===== config.mk =====
export PLATFORM = sky130hd
export DESIGN_NAME = tod_keeper
export DESIGN_NICKNAME = d
export VERILOG_FILES = /design/src/rtl/tod_pkg.sv /design/src/rtl/tod_tick_gen.sv /design/src/rtl/tod_press.sv /design/src/rtl/tod_sec_ctr.sv /design/src/rtl/tod_mod_ctr.sv /design/src/rtl/tod_keeper.sv
export SDC_FILE = /design/constraint.sdc
export NUM_CORES = 1
export LEC_CHECK = 0
export BUFFER_PORTS_ARGS = -buffer_cell sky130_fd_sc_hd__buf_2
export CORE_MARGIN = 2
export CORE_UTILIZATION = 55
export CTS_CLUSTER_SIZE = 16
export DETAILED_ROUTE_END_ITERATION = 10
export PLACE_DENSITY = 0.74
export SLEW_MARGIN = 20
export SYNTH_ARGS = -nofsm -noshare
export SYNTH_HDL_FRONTEND = slang
export SYNTH_HIERARCHICAL = 1
export SYNTH_SLANG_ARGS = --single-unit
export TNS_END_PERCENT = 50

===== constraint.sdc =====
create_clock -name clk -period 4.2 [get_ports clk]
set_clock_uncertainty 0.1 [all_clocks]
set_input_delay 0.84 -clock clk [delete_from_list [all_inputs] [get_ports clk]]
set_output_delay 0.84 -clock clk [all_outputs]
set_load 0.01 [all_outputs]

===== src/rtl/tod_pkg.sv =====
`timescale 1ns/1ps
package tod_pkg;
  localparam int SEC_MOD      = 60;
  localparam int MIN_MOD      = 60;
  localparam int HR_MOD       = 24;
  localparam int SEC_W        = $clog2(SEC_MOD);
  localparam int MIN_W        = $clog2(MIN_MOD);
  localparam int HR_W         = $clog2(HR_MOD);
  localparam int SEC_ROUND_AT = SEC_MOD / 2;
  localparam int NUM_BTN      = 3;
  localparam int BTN_ROUND    = 0;
  localparam int BTN_MIN      = 1;
  localparam int BTN_HR       = 2;
endpackage


===== src/rtl/tod_tick_gen.sv =====
`timescale 1ns/1ps
module tod_tick_gen #(
  parameter int DIV = 27_000_000
) (
  input  logic clk,
  input  logic rst,
  output logic tick
);
  localparam int CW = (DIV > 1) ? $clog2(DIV) : 1;
  localparam logic [CW-1:0] LAST = CW'(DIV - 1);

  logic [CW-1:0] cnt;

  assign tick = (cnt == LAST);

  always_ff @(posedge clk) begin
    if (rst)       cnt <= '0;
    else if (tick) cnt <= '0;
    else           cnt <= cnt + CW'(1);
  end

  AST_TICK_SPACED: assert property (@(posedge clk) disable iff (rst)
    tick |=> ((DIV == 1) || !tick));
endmodule


===== src/rtl/tod_press.sv =====
`timescale 1ns/1ps
module tod_press #(
  parameter int STAGES = 2
) (
  input  logic clk,
  input  logic rst,
  input  logic btn_n,
  output logic press
);
  logic [STAGES-1:0] sync_q;
  logic              prev_q;

  always_ff @(posedge clk) begin
    if (rst) begin
      sync_q <= '1;
      prev_q <= 1'b1;
    end else begin
      sync_q <= {sync_q[STAGES-2:0], btn_n};
      prev_q <= sync_q[STAGES-1];
    end
  end

  // falling edge of the synchronized, active-low level
  assign press = prev_q & ~sync_q[STAGES-1];

  AST_ONE_PULSE: assert property (@(posedge clk) disable iff (rst)
    press |=> !press);
endmodule


===== src/rtl/tod_sec_ctr.sv =====
`timescale 1ns/1ps
module tod_sec_ctr
  import tod_pkg::*;
(
  input  logic             clk,
  input  logic             rst,
  input  logic             tick,
  input  logic             round,
  output logic [SEC_W-1:0] sec,
  output logic             carry
);
  localparam logic [SEC_W-1:0] TOP  = SEC_W'(SEC_MOD - 1);
  localparam logic [SEC_W-1:0] HALF = SEC_W'(SEC_ROUND_AT);

  always_comb begin
    carry = 1'b0;
    if (round)     carry = (sec >= HALF);
    else if (tick) carry = (sec == TOP);
  end

  always_ff @(posedge clk) begin
    if (rst)        sec <= '0;
    else if (round) sec <= '0;
    else if (tick)  sec <= (sec == TOP) ? '0 : sec + SEC_W'(1);
  end

  AST_SEC_RANGE: assert property (@(posedge clk) disable iff (rst)
    sec <= TOP);
  AST_ROUND_ZERO: assert property (@(posedge clk) disable iff (rst)
    round |=> (sec == '0));
endmodule


===== src/rtl/tod_mod_ctr.sv =====
`timescale 1ns/1ps
module tod_mod_ctr #(
  parameter int MOD = 60,
  parameter int W   = $clog2(MOD)
) (
  input  logic         clk,
  input  logic         rst,
  input  logic         step_auto,
  input  logic         step_man,
  output logic [W-1:0] value,
  output logic         carry
);
  localparam logic [W:0]   MODW = (W+1)'(MOD);
  localparam logic [W-1:0] TOP  = W'(MOD - 1);

  logic [W:0] sum;
  logic [W:0] nxt;

  // only the chained step may leave a carry; manual wraps stay local
  assign carry = step_auto && (value == TOP);

  always_comb begin
    sum = {1'b0, value} + {{W{1'b0}}, step_auto} + {{W{1'b0}}, step_man};
    nxt = (sum >= MODW) ? (sum - MODW) : sum;
  end

  always_ff @(posedge clk) begin
    if (rst) value <= '0;
    else     value <= nxt[W-1:0];
  end

  AST_VAL_RANGE: assert property (@(posedge clk) disable iff (rst)
    {1'b0, value} < MODW);
  AST_STEP_HOLD: assert property (@(posedge clk) disable iff (rst)
    !(step_auto || step_man) |=> $stable(value));
endmodule


===== src/rtl/tod_keeper.sv =====
`timescale 1ns/1ps
module tod_keeper
  import tod_pkg::*;
#(
  parameter int TICK_DIV    = 27_000_000,
  parameter int SYNC_STAGES = 2
) (
  input  logic             clk,
  input  logic             rst,
  input  logic             round_n,
  input  logic             min_set_n,
  input  logic             hr_set_n,
  output logic [SEC_W-1:0] seconds,
  output logic [MIN_W-1:0] minutes,
  output logic [HR_W-1:0]  hours
);
  logic               tick;
  logic [NUM_BTN-1:0] btn_n_v;
  logic [NUM_BTN-1:0] press_v;
  logic               sec_carry;
  logic               min_carry;
  logic               hr_carry;

  assign btn_n_v = {hr_set_n, min_set_n, round_n};

  tod_tick_gen #(.DIV(TICK_DIV)) u_tick (
    .clk (clk),
    .rst (rst),
    .tick(tick)
  );

  for (genvar gi = 0; gi < NUM_BTN; gi++) begin : g_btn
    tod_press #(.STAGES(SYNC_STAGES)) u_press (
      .clk  (clk),
      .rst  (rst),
      .btn_n(btn_n_v[gi]),
      .press(press_v[gi])
    );
  end

  tod_sec_ctr u_sec (
    .clk  (clk),
    .rst  (rst),
    .tick (tick),
    .round(press_v[BTN_ROUND]),
    .sec  (seconds),
    .carry(sec_carry)
  );

  tod_mod_ctr #(.MOD(MIN_MOD), .W(MIN_W)) u_min (
    .clk      (clk),
    .rst      (rst),
    .step_auto(sec_carry),
    .step_man (press_v[BTN_MIN]),
    .value    (minutes),
    .carry    (min_carry)
  );

  tod_mod_ctr #(.MOD(HR_MOD), .W(HR_W)) u_hr (
    .clk      (clk),
    .rst      (rst),
    .step_auto(min_carry),
    .step_man (press_v[BTN_HR]),
    .value    (hours),
    .carry    (hr_carry)
  );

  AST_HR_GUARDED: assert property (@(posedge clk) disable iff (rst)
    (!min_carry && !press_v[BTN_HR]) |=> $stable(hours));
  AST_ROUND_UP: assert property (@(posedge clk) disable iff (rst)
    (press_v[BTN_ROUND] && !press_v[BTN_MIN] && seconds >= SEC_W'(SEC_ROUND_AT)
     && minutes != MIN_W'(MIN_MOD - 1))
    |=> (minutes == $past(minutes) + MIN_W'(1)));
  AST_DAY_WRAP: assert property (@(posedge clk) disable iff (rst)
    (hr_carry && !press_v[BTN_HR]) |=> (hours == '0));
endmodule


==> out/qor.log <==
[critical_path] worst-path fanout max 7
[floorplan] floorplan die height 72.1 µm
[floorplan] I/O pin cnt 22
[critical_path] critical path cell sequence or4b_2 > nor4_1 > and3_4 > nand3_1 > nor3_1 > a21o_1 > fa_1 > ha_1 > xor2_1 > ha_1 > nand2_1 > o22ai_1 > o22a_2 > mux2i_1
[clocking] number of buffers inserted during clock tree synthesis 5
[layout] final core utilization 0.620
[critical_path] category of the most critical setup path reg2reg
[timing] time the final worst path needs with I/O delays and setup 3910 ps
[global_routing] most crowded layer after global routing met2
[global_routing] fraction of met3 tracks used by global routing 0.0472
[timing] maximum clock frequency 256 MHz
[pwr] maximum resistive drop on vdd 0.000274 V
[synthesis] Synthesized Nets 294
[place] half-perimeter wire length of the detailed placement result 3380 µm
[clocking] sinks on the clock net 51
[layout] count of non-filler cells in the finished layout 354
[layout] Layout fillers 401
[clocking] maximum clock insertion buffer count 2
[clocking] clock latency at the later pin of the worst-skew pair 290 ps
[timing] Max-slew headroom 0.651
[route] Pre-Repair DR Iteration Count 4
[clocking] clock-pin slew of the registers on the worst-case setup and hold paths 90 ps
[place] DP Cell Count 346
[status] result of the run finished clean
[worst_hold_path] class of the worst hold path reg2reg
[critical_path] type of element launching the critical path register
[layout] commonest cells after routing, fill and taps aside 51 x sky130_fd_sc_hd__dfxtp_1, 36 x sky130_fd_sc_hd__nor2_1, 21 x sky130_fd_sc_hd__buf_2
[layout] combined area of the multi-input logic cells 0.00141 mm²
[timing] slew at the pin with the worst max-slew slack 523 ps
[global_routing] global-route track usage on met2 0.345
[synthesis] synthesized area divided by synthesized cell count 9.07 µm²
[clocking] number of hold-repair buffers added at the cts stage 0
[timing] post-route clock period utilization 0.931
[layout] Area Overhead vs Synth 7.51%
[critical_path] critical path's largest stage delay 630 ps
[clocking] Clock Tree Root sky130_fd_sc_hd__clkbuf_8
[floorplan] Die W 72.1 µm
[global_routing] wire length of the first global-routing pass 8440 µm
[timing] summed negative setup slack over all endpoints 0 ps
[layout] final-stage net count 314
[global_routing] leftover overflow at the end of global routing 0
[critical_path] data arrival time at the worst-slack endpoint 4040 ps
[critical_path] worst path required time 4320 ps
[route] DRT iter0 DRCs 71
[place] routability congestion estimate from global placement 0.886
[floorplan] Floorplan Core Area 0.00441 mm²
[synthesis] count of warnings emitted by yosys 6
[floorplan] row cnt 24
[timing] setup-violating endpoint count in the final report 0
[worst_hold_path] count of cells along the worst hold path 1
[layout] most common cell after layout, fill and taps aside sky130_fd_sc_hd__dfxtp_1
[timing] count of final hold-check violations 0
[critical_path] dominant cell type by count on the critical path sky130_fd_sc_hd__ha_1
[timing] setup repair after global routing missed its margin false
[critical_path] r2r worst-path depth 14
[pwr] leakage power of the design 0.000972 µW
[clocking] H-tree lvl count 2
[route] routed via count divided by cell count 5.59
[place] Port Buffer Count 21
[layout] register cell area after layout 0.00102 mm²
[route] Total Routed Length 4570 µm
[global_routing] met1 routing resource usage after global routing 0.255
[flow_run] max-cap violations 0
[global_routing] GRT Overall Usage 0.202
[pwr] power density relative to cell area 286 mW/mm²
[timing] final number of max-transition violations 0
[route] drc violations 0
[floorplan] Initial Util 0.577
[synthesis] post-synthesis cell area 0.00255 mm²
[clocking] CTS tree done
[route] post-route antenna net violation count 0
[global_routing] initial antenna violation count 0
[route] via count 1,978
[global_routing] largest net degree at the start of global routing 26
[route] detailed-route wire length per cell 12.9 µm
[layout] Antenna Diode Count 0
[floorplan] Die ar. 0.00519 mm²
[critical_path] library cell contributing the largest single delay on the critical path sky130_fd_sc_hd__or4b_2
[global_routing] vias in the first global route 1,956
[critical_path] kind of end point of the critical path register
[synthesis] post-synthesis instance total 281
[layout] layout cell share with drive strength beyond 1 0.159
## state kept, by name, indices dropped and copies added (netlist names)
| name | count |
|---|---|
| u_tick/cnt | 25 |
| u_min/value | 6 |
| g_btn.u_press/sync_q | 6 |
| u_sec/sec | 6 |
| u_hr/value | 5 |
| g_btn.u_press/prev_q | 3 |
## worst max-delay path, delay by kind of cell (launching register included)
kind | cells | cell delay, ps
AND/OR/NAND/NOR | 6 | 1740
AO/OA/AOI/OAI | 3 | 430
flip-flops | 1 | 400
adder cells (fa/ha/maj) | 3 | 770
XOR/XNOR | 1 | 230
multiplexers | 1 | 170
## cell type report
cell class                      instances  area share
Inverter                               15      0.0206
Clock buffer                            7      0.0279
Sequential cell                        51       0.373
Timing Repair Buffer                   21      0.0384
Multi-Input combinational cell        207       0.515
Clock inverter                          1     0.00183
Tap cell                               52      0.0238
## metal layers
layer,wire [µm],vias up
li1,-,1017
met1,2160,927
met2,2240,32
met3,154,2
met4,16,0
met5,0,-
## worst paths after layout
kind | start | end | slack, ps
setup / recovery | u_tick/cnt[8]$_SDFF_PP0_ | u_min/value[2]$_SDFF_PP0_ | 290
hold / removal | g_btn[0].u_press/sync_q[0]$_SDFF_PP1_ | g_btn[0].u_press/sync_q[1]$_SDFF_PP1_ | 310
setup reg to reg | u_tick/cnt[8]$_SDFF_PP0_ | u_min/value[2]$_SDFF_PP0_ | 290
hold reg to reg | g_btn[0].u_press/sync_q[0]$_SDFF_PP1_ | g_btn[0].u_press/sync_q[1]$_SDFF_PP1_ | 310
## report_power, final
part / internal (µW) / switching [µW] / total [µW] / leakage (µW)
Clock: 117 / 145 / 263 / 0.0000422
Sequential: 490 / 5.46 / 496 / 0.000413
Combinational: 9.78 / 16.0 / 25.8 / 0.000517
## through the flow
stage	setup WS (ps)	cell area (µm²)	hold slack, ps	total power (µW)
6_report	289	2740	313	784
5_1_grt	2.27	2740	332	826
4_1_cts	210	2730	322	798
3_5_place_dp	246	2650	301	534
3_3_place_gp	410	2650	293	533
2_1_floorplan	634	2550	285	525
## timing repair
action / CTS / global route
setup buffers: 0 / 0
gates resized for setup: 0 / 2
setup endpoints to repair: 0 / 4
No activity file was read; power rests on OpenSTA's default activity.
